[src/rtl/evt_pkg.sv]
package evt_pkg;
  localparam int CODE_W = 12;

  typedef enum logic [1:0] {EV_NONE = 2'd0, EV_EXC = 2'd1, EV_IRQ = 2'd2} ev_kind_t;

  // status word bit positions the core decodes
  localparam int SR_PRIV_BIT  = 30;
  localparam int SR_BANK_BIT  = 29;
  localparam int SR_BLOCK_BIT = 28;
  localparam int SR_FPD_BIT   = 15;
  localparam int SR_MASK_LO   = 4;
  localparam int SR_MASK_W    = 4;

  localparam logic [CODE_W-1:0] C_POWERON  = 12'h000;
  localparam logic [CODE_W-1:0] C_MANUAL   = 12'h020;
  localparam logic [CODE_W-1:0] C_MULTIHIT = 12'h140;
  localparam logic [CODE_W-1:0] C_MISS_RD  = 12'h040;
  localparam logic [CODE_W-1:0] C_MISS_WR  = 12'h060;
  localparam logic [CODE_W-1:0] C_TRAP     = 12'h160;
  localparam logic [CODE_W-1:0] C_UNMASKED = 12'h1E0;

  function automatic logic is_reset_class(input logic [CODE_W-1:0] c);
    return (c == C_POWERON) || (c == C_MANUAL) || (c == C_MULTIHIT);
  endfunction

  function automatic logic is_miss_class(input logic [CODE_W-1:0] c);
    return (c == C_MISS_RD) || (c == C_MISS_WR);
  endfunction
endpackage

[src/rtl/evt_select.sv]
module evt_select
  import evt_pkg::*;
(
  input  logic              exc_valid,
  input  logic [CODE_W-1:0] exc_code,
  input  logic              irq_req,
  input  logic              core_sleep,
  input  logic              block_bit,
  input  logic              irq_vec_valid,
  input  logic [CODE_W-1:0] irq_vec,
  output ev_kind_t          kind,
  output logic [CODE_W-1:0] code
);
  always_comb begin
    kind = EV_NONE;
    code = '0;
    if (exc_valid) begin
      kind = EV_EXC;
      // a blocked exception degrades to a reset, one code is exempt
      code = (block_bit && exc_code != C_UNMASKED) ? C_POWERON : exc_code;
    end else if (irq_req && (!block_bit || core_sleep) && irq_vec_valid) begin
      kind = EV_IRQ;
      code = irq_vec;
    end
  end
endmodule

[src/rtl/evt_target.sv]
module evt_target
  import evt_pkg::*;
#(
  parameter int AW = 32,
  parameter logic [AW-1:0] RESET_PC  = 32'hA000_0000,
  parameter logic [AW-1:0] OFS_GEN   = 32'h0000_0100,
  parameter logic [AW-1:0] OFS_MISS  = 32'h0000_0400,
  parameter logic [AW-1:0] OFS_IRQ   = 32'h0000_0600,
  parameter int            INSN_B    = 2
) (
  input  ev_kind_t          kind,
  input  logic [CODE_W-1:0] code,
  input  logic [31:0]       sr_in,
  input  logic [AW-1:0]     pc_in,
  input  logic [AW-1:0]     vbr_in,
  input  logic              dslot_in,
  output logic [31:0]       sr_next,
  output logic [AW-1:0]     spc_next,
  output logic [AW-1:0]     pc_next
);
  localparam logic [AW-1:0] STEP = AW'(INSN_B);

  logic [AW-1:0] rewind, advance;

  always_comb begin
    sr_next = sr_in;
    sr_next[SR_PRIV_BIT]  = 1'b1;
    sr_next[SR_BANK_BIT]  = 1'b1;
    sr_next[SR_BLOCK_BIT] = 1'b1;
    pc_next = vbr_in + OFS_IRQ;
    if (kind == EV_EXC) begin
      if (is_reset_class(code)) begin
        sr_next[SR_FPD_BIT] = 1'b0;
        sr_next[SR_MASK_LO +: SR_MASK_W] = '1;
        pc_next = RESET_PC;
      end else if (is_miss_class(code)) begin
        pc_next = vbr_in + OFS_MISS;
      end else begin
        pc_next = vbr_in + OFS_GEN;
      end
    end
  end

  assign rewind   = dslot_in ? STEP : '0;
  assign advance  = (kind == EV_EXC && code == C_TRAP) ? STEP : '0;
  assign spc_next = pc_in - rewind + advance;
endmodule

[src/rtl/exc_entry_seq.sv]
module exc_entry_seq
  import evt_pkg::*;
#(
  parameter int AW = 32
) (
  input  logic              clk,
  input  logic              rst,
  input  logic              take_event,
  input  logic              exc_valid,
  input  logic [CODE_W-1:0] exc_code,
  input  logic              irq_req,
  input  logic              core_sleep,
  input  logic              dslot_in,
  input  logic [31:0]       sr_in,
  input  logic [AW-1:0]     pc_in,
  input  logic [31:0]       r15_in,
  input  logic [AW-1:0]     vbr_in,
  output logic [SR_MASK_W-1:0] irq_level,
  input  logic              irq_vec_valid,
  input  logic [CODE_W-1:0] irq_vec,
  output logic              taken,
  output logic [31:0]       sr_out,
  output logic [AW-1:0]     pc_out,
  output logic [31:0]       ssr_out,
  output logic [AW-1:0]     spc_out,
  output logic [31:0]       sgr_out,
  output logic [CODE_W-1:0] expevt_out,
  output logic [CODE_W-1:0] intevt_out
);
  ev_kind_t          kind;
  logic [CODE_W-1:0] code;
  logic [31:0]       sr_next;
  logic [AW-1:0]     spc_next, pc_next;
  logic              accept;

  assign irq_level = sr_in[SR_MASK_LO +: SR_MASK_W];

  evt_select u_sel (
    .exc_valid     (exc_valid),
    .exc_code      (exc_code),
    .irq_req       (irq_req),
    .core_sleep    (core_sleep),
    .block_bit     (sr_in[SR_BLOCK_BIT]),
    .irq_vec_valid (irq_vec_valid),
    .irq_vec       (irq_vec),
    .kind          (kind),
    .code          (code)
  );

  evt_target #(.AW(AW)) u_tgt (
    .kind     (kind),
    .code     (code),
    .sr_in    (sr_in),
    .pc_in    (pc_in),
    .vbr_in   (vbr_in),
    .dslot_in (dslot_in),
    .sr_next  (sr_next),
    .spc_next (spc_next),
    .pc_next  (pc_next)
  );

  assign accept = take_event && (kind != EV_NONE);

  always_ff @(posedge clk) begin
    if (rst) begin
      taken      <= 1'b0;
      sr_out     <= '0;
      pc_out     <= '0;
      ssr_out    <= '0;
      spc_out    <= '0;
      sgr_out    <= '0;
      expevt_out <= '0;
      intevt_out <= '0;
    end else begin
      taken <= accept;
      if (accept) begin
        sr_out  <= sr_next;
        pc_out  <= pc_next;
        ssr_out <= sr_in;
        spc_out <= spc_next;
        sgr_out <= r15_in;
        if (kind == EV_EXC) expevt_out <= code;
        else                intevt_out <= code;
      end
    end
  end


  taken_needs_strobe_chk: assert property (@(posedge clk) disable iff (rst)
    taken |-> $past(take_event));

  hold_when_idle_chk: assert property (@(posedge clk) disable iff (rst)
    !taken |-> ($stable(ssr_out) && $stable(spc_out) && $stable(pc_out)));

  entry_bits_chk: assert property (@(posedge clk) disable iff (rst)
    taken |-> (sr_out[SR_PRIV_BIT] && sr_out[SR_BANK_BIT] && sr_out[SR_BLOCK_BIT]));

  exc_keeps_intevt_chk: assert property (@(posedge clk) disable iff (rst)
    (taken && $past(exc_valid)) |-> $stable(intevt_out));

  irq_needs_vector_chk: assert property (@(posedge clk) disable iff (rst)
    taken |-> ($past(exc_valid) || $past(irq_vec_valid)));

  blocked_irq_chk: assert property (@(posedge clk) disable iff (rst)
    (take_event && !exc_valid && sr_in[SR_BLOCK_BIT] && !core_sleep) |=> !taken);
endmodule

[config.mk]
export PLATFORM = sky130hd
export DESIGN_NAME = exc_entry_seq
export DESIGN_NICKNAME = d
export VERILOG_FILES = /design/src/rtl/evt_pkg.sv /design/src/rtl/evt_select.sv /design/src/rtl/evt_target.sv /design/src/rtl/exc_entry_seq.sv
export SDC_FILE = /design/constraint.sdc
export NUM_CORES = 1
export LEC_CHECK = 0
export ABC_AREA = 1
export CELL_PAD_IN_SITES_DETAIL_PLACEMENT = 1
export CELL_PAD_IN_SITES_GLOBAL_PLACEMENT = 1
export CORE_ASPECT_RATIO = 2
export CORE_MARGIN = 5
export CORE_UTILIZATION = 31
export CTS_CLUSTER_DIAMETER = 80
export DETAILED_ROUTE_END_ITERATION = 7
export PLACE_DENSITY_LB_ADDON = 0.1
export SLEW_MARGIN = 40
export SYNTH_ARGS = -nofsm -noshare
export SYNTH_HDL_FRONTEND = slang
export SYNTH_SLANG_ARGS = --single-unit
[constraint.sdc]
create_clock -name clk -period 5.85 [get_ports clk]
set_input_delay 1.4625 -clock clk [delete_from_list [all_inputs] [get_ports clk]]
set_output_delay 1.4625 -clock clk [all_outputs]
set_load 0.05 [all_outputs]
== Yosys cells after proc, flatten, opt, wreduce, memory -nomap -nowiden ==
Cells that the tools add are included.

* Flip-flop bits (word level): 185
* Output and inout bits: 189
* Word-level logic and storage cells: 49

* $add $sub $neg: 5
* Equality and inequality tests: 7
* Muxes and demuxes: 14
* Bitwise gates (word level): 1
* Reduce and logical (&&, ||, !) cells: 14

{| class="wikitable"
|+ Operator list
! operator !! number
|-
| 2-to-1 mux 32 bit || 3
|-
| adder 32 x 11 -> 32 bit (second input constant) || 2
|-
| 2-to-1 mux 12 bit || 3
|-
| adder 32 bit || 1
|-
| adder 32 x 9 -> 32 bit (second input constant) || 1
|-
| subtractor 32 bit || 1
|-
| == test 12 x 7 -> 1 bit (second input constant) || 2
|-
| == test 12 x 9 -> 1 bit (second input constant) || 2
|-
| == test 12 x 6 -> 1 bit (second input constant) || 1
|-
| zero test 12 bit || 1
|-
| != test 12 x 9 -> 1 bit (second input constant) || 1
|-
| 2-to-1 mux 2 bit || 4
|-
| 2-to-1 mux 4 bit || 2
|-
| logical AND 1 bit || 5
|-
| logical OR 1 bit || 4
|-
| AND reduction 2 bit || 2
|-
| == test 2 x 1 -> 1 bit (second input constant) || 1
|-
| 2-to-1 mux 1 bit || 2
|-
| nonzero test 2 bit || 1
|-
| zero test 1 bit || 1
|-
| NOT 1 bit || 1
|}

== Depth between registers and ports, before layout ==
Gate-level depths: netlist of the first run.

* Word-level depth: 11
* Gate-level depth with buffers: 25

== Cells and area by module ==
Synthesis of the first run repeated with hierarchy kept, for this count alone.

* Cells, all modules: 1,777
* Area, all modules: 11,249.5 sq um

{| class="wikitable"
|+ Modules (own cells, without submodules)
! module !! times used !! cells an instance !! area an instance (sq um) !! seq. area each (sq um)
|-
| exc_entry_seq || 1 || 863 || 6,675.2 || 3,703.6
|-
| evt_target || 1 || 828 || 4,225.3 || 0.0
|-
| evt_select || 1 || 86 || 349.1 || 0.0
|}

== Worst setup path before layout of the first run ==
OpenSTA, ideal clock, no wires.

* Path kind: in2reg
* Start: in exc_valid
* End: reg spc_out[31]
* Library setup time: 109 ps
* Arrival time: 4,477 ps
* Slack: 1,264 ps
* Stages on the path: 21
* Buffers on the path: 2
* Cells stage by stage: buf_2 buf_2 a22oi_1 nand3_1 nor2_4 nand3_1 nor2_1 fa_1 fa_1 nand2_1 nand2_1 o21ai_0 o21ai_0 nand3_1 o211ai_1 nand2_1 nand3_1 xor2_1 nand2_1 nand2_1 inv_1

* Cells in the longest elaborated chain, start to end: 5
* Elaborated cells between the ends (all ways): 9
* Classes of those cells: 1 x add/sub; 2 x eq/ne; 3 x mux; 3 x reduce/logical

{| class="wikitable"
|+ RTL lines
! element !! line !! RTL
|-
| start, declared || exc_entry_seq.sv:9 || <nowiki>input logic exc_valid,</nowiki>
|-
| 2-to-1 mux 12 bit / 2-to-1 mux 2 bit (equally long branches) || evt_select.sv:17 || <nowiki>if (exc_valid) begin</nowiki>
|-
| == test 12 x 9 -> 1 bit / == test 2 x 1 -> 1 bit (equally long branches) || evt_target.sv:45 || <nowiki>assign advance = (kind == EV_EXC && code == C_TRAP) ? STEP : '0;</nowiki>
|-
| logical AND 1 bit || evt_target.sv:45 ||
|-
| 2-to-1 mux 2 bit || evt_target.sv:45 ||
|-
| adder 32 bit || evt_target.sv:46 || <nowiki>assign spc_next = pc_in - rewind + advance;</nowiki>
|-
| end signal, assigned || exc_entry_seq.sv:80 || <nowiki>spc_out <= spc_next;</nowiki>
|-
| end, declared || exc_entry_seq.sv:25 || <nowiki>output logic [AW-1:0] spc_out,</nowiki>
|}

Several ways; a longest one is shown, not always the timed one.
A chain may end at the register's enable or synchronous reset.

== Final worst setup path of the first run ==
* Start: in sr_in[28]
* End: reg spc_out[27]

* Cells in the longest elaborated chain, start to end: 10
* Elaborated cells between the ends (all ways): 17
* Classes of those cells: 1 x add/sub; 2 x eq/ne; 6 x mux; 8 x reduce/logical

{| class="wikitable"
|+ RTL lines
! element !! line !! RTL
|-
| start, declared || exc_entry_seq.sv:14 || <nowiki>input logic [31:0] sr_in,</nowiki>
|-
| zero test 1 bit || evt_select.sv:21 || <nowiki>end else if (irq_req && (!block_bit || core_sleep) && irq_vec_valid) begin</nowiki>
|-
| logical OR 1 bit || evt_select.sv:21 ||
|-
| logical AND 1 bit (2 in a row) || evt_select.sv:21 ||
|-
| 2-to-1 mux 12 bit / 2-to-1 mux 2 bit (equally long branches) || evt_select.sv:21 ||
|-
| 2-to-1 mux 12 bit / 2-to-1 mux 2 bit (equally long branches) || evt_select.sv:17 ||
|-
| == test 12 x 9 -> 1 bit / == test 2 x 1 -> 1 bit (equally long branches) || evt_target.sv:45 ||
|-
| logical AND 1 bit || evt_target.sv:45 ||
|-
| 2-to-1 mux 2 bit || evt_target.sv:45 ||
|-
| adder 32 bit || evt_target.sv:46 ||
|}

Several ways; a longest one is shown, not always the timed one.

==> flow_metrics.env, run 1 <==
export IMPL_finalWorstSetupSlack_ns=0.631
export IMPL_syn_avg_cell_area_sq_um=6.56
export IMPL_core_area_sq_um=30600
export IMPL_drcViolationCount=0
export IMPL_leakagePower_nw=5.97
export IMPL_maxCapViolCount=0
export IMPL_insertedDiodeCount=0
export IMPL_hold_buffers=0
export IMPL_cts_tree="built"
export IMPL_antenna_found_initial=2
export IMPL_nFillCells=3873
export IMPL_dpl_instance_area_sq_um=13200
export IMPL_route_vias_total=10513
export IMPL_intPower_mw=2.15
export IMPL_p_sw_mw=1.37
export IMPL_path_max_fanout=9
export IMPL_finalHoldViolCount=0
export IMPL_cts_resized=0
export IMPL_synth_enable_flop_cells=0
export IMPL_tns_ns=0
export IMPL_cts_clk_slew_worst_paths_ns=0.08
export IMPL_routedWlPerCell_microns=18.7
export IMPL_r2r_slack_ns=5.06
export IMPL_slew_headroom_pct=47.2
export IMPL_seqPwrFrac_pct=34.2
export IMPL_row_count=91
export IMPL_worst_endpoint_arrival_ns=5.56
export IMPL_die_height_microns=258
export IMPL_r2r_start="pc_out[9]"
export IMPL_ys_types=42
export IMPL_netlist_instances=1454
export IMPL_synthArstFlopShare_pct=0
export IMPL_setup_viol=0
export IMPL_ys_seq_area_share_pct=33.4
export IMPL_clkLatencyLatePin_ns=0.44
export IMPL_synth_area_sq_um=9530
export IMPL_cts_path_max_buffers=2
export IMPL_drt_total_wl_microns=40000
export IMPL_required_ns=6.20
export IMPL_start_util_pct=31.1
export IMPL_critPathLaunchType="input port"
export IMPL_via_per_inst=4.92
export IMPL_p_sw_share_pct=39.0
export IMPL_reg2reg_depth=4
export IMPL_clock_sinks=159
export IMPL_hp_start="pc_out[29]"
export IMPL_grt_pass1_wl_microns=61700
export IMPL_h_tree_depth=4
export IMPL_clock_skew_ns=0
export IMPL_synth_seq_cells=159
export IMPL_ant_nets=0
export IMPL_track_usage_pct=22.6
export IMPL_routabilityCongestion=0.892
export IMPL_clockPowerShare_pct=33.4
export IMPL_port_buffers=348
export IMPL_final_min_clock_period_ns=5.22
export IMPL_synth_nets=1650
export IMPL_hpwl_microns=31400
export IMPL_die_x_microns=134
export IMPL_yosys_most_used_dff="dfxtp_1"
export IMPL_rsz0062_at_grt="no"
export IMPL_drtPass1Iterations=4
export IMPL_crit_type="in -> reg"
export IMPL_period_share_pct=89.2
export IMPL_end_kind="flip-flop"
export IMPL_die_area_sq_um=34600
export IMPL_dp_worst_setup_slack_ns=0.111
export IMPL_numCtsBuffers=17
export IMPL_status="completed"
export IMPL_hold_path_depth=2
export IMPL_drive_gt1_share_pct=4.42
export IMPL_nets=1946
export IMPL_grt_overflow_total=0
export IMPL_drtIter0Drc=358
export IMPL_reg2reg_to="pc_out[9]"
export IMPL_fmax_ghz=0.192
export IMPL_slew_viol_final=0
export IMPL_p_comb_share_pct=32.3
export IMPL_whs_endpoint="pc_out[29]"
export IMPL_yosysWarnings=0
export IMPL_ir_worst_vdd_uv=206
export IMPL_tightestPinTransition_ns=0.793
export IMPL_ioPinCount=349
export IMPL_fin_area_sq_um=13800
export IMPL_grt_max_degree=82
export IMPL_cts_setup_buffers=0
export IMPL_pwr_density_cell_nw_per_um2=256
export IMPL_hold_class="reg -> reg"
export IMPL_first_global_vias=10901
export IMPL_hold_slack_ns=0.469
export IMPL_cts_root_buf="clkbuf_16"
export IMPL_syn_to_final_growth_pct=44.5
==> power groups by stage <==
stage               combinational [mW]  clock [mW]  sequential [mW]
floorplan                        0.443           0             1.49
global placement                  1.13           0             1.23
detailed placement                1.14           0             1.23
CTS                               1.15        1.22             1.21
global route                      1.22        1.26             1.22
finish                            1.14        1.18             1.21
==> registers in the layout (all words and copies together) (netlist names) <==
name        count
pc_out         32
expevt_out     12
sr_out         30
intevt_out     12
spc_out        32
sgr_out        32
ssr_out         8
taken           1
==> worst max path at each step <==
| stage | cells after the start | startpoint | slack [ns] | endpoint |
|---|---|---|---|---|
| after CTS | 23 | sr_in[28] | 0.58 | spc_out[27] |
| after detailed placement | 23 | sr_in[28] | 0.11 | spc_out[27] |
| after global routing | 25 | sr_in[28] | 0.26 | spc_out[31] |
| final | 23 | sr_in[28] | 0.63 | spc_out[27] |
| after global placement | 25 | exc_code[8] | 0.25 | spc_out[31] |
| after floorplan | 21 | exc_valid | 1.26 | spc_out[31] |
==> per-stage QoR <==
| stage | total power, mW | utilization, % | std cells |
|---|---|---|---|
| 2_1_floorplan | 1.93 | - | 1454 |
| 3_3_place_gp | 2.36 | 43.0 | 2103 |
| 3_5_place_dp | 2.38 | 43.0 | 2103 |
| 4_1_cts | 3.57 | 45.0 | 2135 |
| 5_1_grt | 3.69 | 45.0 | 2135 |
| 6_report | 3.52 | 45.0 | 2135 |
==> placed cells by master, fill, tap and decap left out, drive strengths merged, types with 3 or more instances in the layout <==
master | netlist | routed
nand4 | 8 | 8
a22oi | 3 | 3
a21o | 7 | 7
nor4 | 4 | 4
clkdlybuf4s50 | 0 | 347
xnor2 | 11 | 11
a31oi | 10 | 10
o211ai | 4 | 4
nor3 | 14 | 14
inv | 160 | 170
nand2 | 259 | 259
nand3 | 60 | 60
o221ai | 3 | 3
clkbuf | 49 | 17
xor2 | 51 | 51
dfxtp | 159 | 159
clkinv | 1 | 4
nor2 | 270 | 270
o21ai | 188 | 188
a21oi | 96 | 96
o21bai | 4 | 4
ha | 34 | 34
buf | 43 | 22
==> critical path, stage by stage <==
cell             delay [ns]
clkdlybuf4s50_1        0.61
nand2_1                0.10
nand2_2                0.12
nor2_4                 0.08
inv_2                  0.10
nor2_1                 0.04
a21oi_1                0.17
nand2_1                0.12
nor2_4                 0.15
nand3_1                0.09
nor2_1                 0.16
fa_1                   0.49
fa_1                   0.44
nand2_1                0.09
nand2_1                0.05
o21ai_0                0.14
o21ai_0                0.29
nand3_1                0.16
o211ai_1               0.18
a21oi_1                0.24
nor2_1                 0.06
o21ai_0                0.17
inv_1                  0.06
==> cells in the mapped netlist (5+ instances only) <==
master,n,area (sq um)
clkbuf_1,49,184
xor2_1,51,447
dfxtp_1,159,3180
xnor2_1,11,96.3
o21ai_0,179,896
nand2_1,256,961
a21oi_1,94,470
nor2_1,268,1010
a31oi_1,10,62.6
buf_2,7,35.0
inv_1,157,589
a21o_1,7,52.6
nand4_1,8,50.1
buf_4,30,225
ha_1,34,425
nand3_1,58,290
nor3_1,12,60.1
o21ai_2,5,43.8
==> per-layer routing <==
layer  vias to the layer above  wire length (microns)  part of all wire, %  global-route usage (%)
li1                       5241                      -                    -                       -
met1                      4915                  16800                   42                    26.3
met2                       295                  19300                   48                    39.3
met3                        60                   2870                  7.2                    7.33
met4                         2                    985                  2.5                    7.01
met5                         -                     13                0.032                       0
==> cells by family after synthesis <==
| kind of cell | share of synthesized area (%) |
|---|---|
| compound gates | 18.2 |
| xor+xnor | 5.70 |
| fa+ha+maj | 4.88 |
| buf+inv | 11.5 |
| flops | 33.4 |
| simple gates | 26.4 |
==> layout make-up <==
cell class | count | area (sq um) | share of cell area (%)
Inverter | 161 | 609 | 4.42
Clock inverter | 15 | 179 | 1.30
Sequential cell | 159 | 3180 | 23.1
Timing Repair Buffer | 369 | 3650 | 26.5
Clock buffer | 17 | 425 | 3.09
Tap cell | 372 | 465 | 3.38
Multi-Input combinational cell | 1042 | 5260 | 38.2
Power figures use the tool's default switching activity.
==> run 2: changes to the inputs <==
Settings changed: ABC_AREA 1 to not set, CORE_MARGIN 5 to 2, REMOVE_ABC_BUFFERS set to 1.
==> run 2 against run 1 <==
Effect of this change:
- non-clock buffer count up 39
- clock skew unchanged
- sequential share of layout area up 0.75 points
- critical path type unchanged
- critical endpoint is now spc_out[29]
- largest power group unchanged
==> flow_metrics.env, run 2 <==
export IMPL_status="completed"
export IMPL_start_util_pct=31.5
export IMPL_reg2reg_depth=2
export IMPL_die_x_microns=123
export IMPL_hold_class="reg -> reg"
export IMPL_synth_top_family_by_area="compound AO/OA/AOI/OAI gates"
export IMPL_drt_total_wl_microns=35700
export IMPL_syn_avg_cell_area_sq_um=7.67
export IMPL_row_count=86
export IMPL_core_area_sq_um=27700
export IMPL_period_share_pct=97.7
export IMPL_hpwl_microns=27300
export IMPL_synth_seq_cells=159
export IMPL_die_area_sq_um=29500
export IMPL_clock_skew_ns=0
export IMPL_whs_endpoint="sgr_out[18]"
export IMPL_first_global_vias=9877
export IMPL_drtIter0Drc=437
export IMPL_r2r_start="pc_out[9]"
export IMPL_slew_viol_final=0
export IMPL_setup_viol=0
export IMPL_ioPinCount=349
export IMPL_clock_sinks=159
export IMPL_synth_area_sq_um=8710
export IMPL_tightestPinTransition_ns=0.802
export IMPL_crit_type="in -> reg"
export IMPL_ir_worst_vdd_uv=201
export IMPL_synth_enable_flop_cells=0
export IMPL_grt_pass1_wl_microns=53900
export IMPL_yosys_most_used_dff="dfxtp_1"
export IMPL_cts_tree="built"
export IMPL_yosysWarnings=0
export IMPL_synth_xor_area_share_pct=3.12
export IMPL_final_min_clock_period_ns=5.72
export IMPL_finalHoldViolCount=0
export IMPL_hold_buffers=0
export IMPL_ant_nets=0
export IMPL_drive_gt1_share_pct=8.94
export IMPL_track_usage_pct=23.7
export IMPL_routabilityCongestion=0.888
export IMPL_via_per_inst=5.22
export IMPL_maxCapViolCount=0
export IMPL_synth_most_common_cell="nand2_1"
export IMPL_path_max_fanout=5
export IMPL_cts_clk_slew_worst_paths_ns=0.06
export IMPL_routedWlPerCell_microns=19.5
export IMPL_reg2reg_to="pc_out[9]"
export IMPL_end_kind="flip-flop"
export IMPL_syn_to_final_growth_pct=53.1
export IMPL_ys_seq_area_share_pct=36.5
export IMPL_die_height_microns=241
export IMPL_antenna_found_initial=2
export IMPL_synthArstFlopShare_pct=0
export IMPL_muxShareOfSynthArea_pct=0.517
export IMPL_cts_root_buf="clkbuf_16"
export IMPL_synthSimpleGateAreaFrac_pct=22.2
export IMPL_r2r_slack_ns=5.01
export IMPL_drtPass1Iterations=4
export IMPL_synth_compound_area_share_pct=24.5
export IMPL_grt_overflow_total=0
export IMPL_most_common_layout_cells="clkdlybuf4s50_1 (347), nand2_1 (220), dfxtp_1 (159), a21oi_1 (146), nor2_1 (70)"
export IMPL_h_tree_depth=4
export IMPL_final_common_cell="clkdlybuf4s50_1"
export IMPL_ys_types=81
export IMPL_yosys_area_share_adder_pct=5.34
export IMPL_synthTopCellsByArea="dfxtp_1 (37%), nand2_1 (9.5%), a21oi_1 (8.4%)"
export IMPL_required_ns=6.18
export IMPL_top_regs="pc_out x32, sgr_out x32, spc_out x32"
export IMPL_route_vias_total=9556
export IMPL_worst_endpoint_arrival_ns=6.05
export IMPL_nets=1660
export IMPL_hp_start="sgr_out[18]"
export IMPL_netlist_instances=1135
export IMPL_hold_path_depth=2
export IMPL_fmax_ghz=0.175
export IMPL_numCtsBuffers=17
export IMPL_port_buffers=348
export IMPL_hold_slack_ns=0.454
export IMPL_pwr_density_cell_nw_per_um2=254
export IMPL_synth_top_cell_area_share_pct=36.5
export IMPL_leakagePower_nw=4.99
export IMPL_synth_common_cells="nand2_1 (220), dfxtp_1 (159), a21oi_1 (147), nor2_1 (71), clkbuf_1 (59)"
export IMPL_nFillCells=3340
export IMPL_grt_max_degree=110
export IMPL_drcViolationCount=0
export IMPL_final_util_pct=48.2
export IMPL_slew_headroom_pct=46.0
export IMPL_critPathLaunchType="input port"
export IMPL_clkLatencyLatePin_ns=0.43
export IMPL_cts_path_max_buffers=2
export IMPL_yosys_area_top_type="dfxtp_1"
[run 2: changes by cell type after synthesis, sizes merged, moves of 11 or more]
cell | previous run | this run
nor3 | 14 | 25
inv | 160 | 46
a21oi | 96 | 148
o21ai | 188 | 51
xnor2 | 11 | 22
nand2 | 259 | 220
nor2 | 270 | 71
nand3 | 60 | 39
a211oi | 1 | 31
xor2 | 51 | 9
[run 2: through the flow]
step	total power, mW	TNS (ns)	worst slack [ns]	instance area [sq um]	cells
after floorplan	1.78	-50.29	-1.33	8210	1037
after global placement	2.23	-4.66	-0.517	12600	1790
after detailed placement	2.24	-6.08	-0.641	12600	1791
after CTS	3.42	0	0.0130	13200	1822
after global routing	3.54	-0.0204	-0.0197	13300	1829
final	3.38	0	0.133	13300	1829
[run 2: worst max path at each step]
| stage | start | depth (start not counted) | slack (ns) | end |
|---|---|---|---|---|
| 3_5_place_dp | irq_vec[3] | 16 | -0.64 | spc_out[28] |
| 3_3_place_gp | irq_vec[3] | 16 | -0.52 | spc_out[28] |
| 4_1_cts | exc_code[1] | 18 | 0.01 | spc_out[31] |
| 6_report | irq_vec[3] | 20 | 0.13 | spc_out[29] |
| 2_1_floorplan | core_sleep | 5 | -1.33 | pc_out[19] |
| 5_1_grt | irq_vec[3] | 20 | -0.02 | spc_out[29] |
[run 2: cell families after synthesis]
family,count (synthesis)
xor gates and xnor gates,31
buffers and inverters,145
and+or+nand+nor,424
muxes,4
adders and majority gates,36
DFF,159
AOI/OAI and AO/OA,336
[run 2: critical path, cell delays in order]
cell and delay (ns):
clkdlybuf4s50_1 0.45, or4_4 0.58, nor4_4 0.29, o211a_4 0.18, nand2_1 0.08, nor4_2 0.34
buf_4 0.17, fa_1 0.42, buf_4 0.17, fa_2 0.35, a211oi_2 0.23, o21ai_1 0.13
a31oi_1 0.19, buf_4 0.19, nor3_1 0.06, o21ai_0 0.17, buf_4 0.14, a21oi_1 0.07
xor2_1 0.15, a22o_1 0.23
[run 2: repair_timing]
item / 4_1_cts / 5_1_grt
setup endpoints to repair: 8 / 10
setup buffers: 0 / 6
pin swaps: 3 / 13
gates resized for setup: 4 / 17
endpoints found under the hold margin: 0 / 0
[run 2: routing by layer]
metal,part of all wire [%],track usage (%)
met5,0.036,0
met4,3.6,10.8
met3,6.0,5.72
met2,56,46.4
met1,34,22.5
[run 2: cell type report]
class	instances	area (sq um)	share of cell area (%)
multi-input combinational	831	4970	37.3
tap	352	440	3.30
clock inverter	9	134	1.00
timing repair buffer	408	3970	29.8
clock buffer	22	464	3.48
antenna	1	2.50	0.0188
sequential	159	3180	23.9
inverter	47	176	1.32
[run 2: power by group]
group          leakage, nW  total, mW  internal [mW]  switching, mW
registers             1.30       1.19           1.15         0.0373
clock network        0.279       1.16          0.692          0.463
logic                 3.41       1.04          0.405          0.636
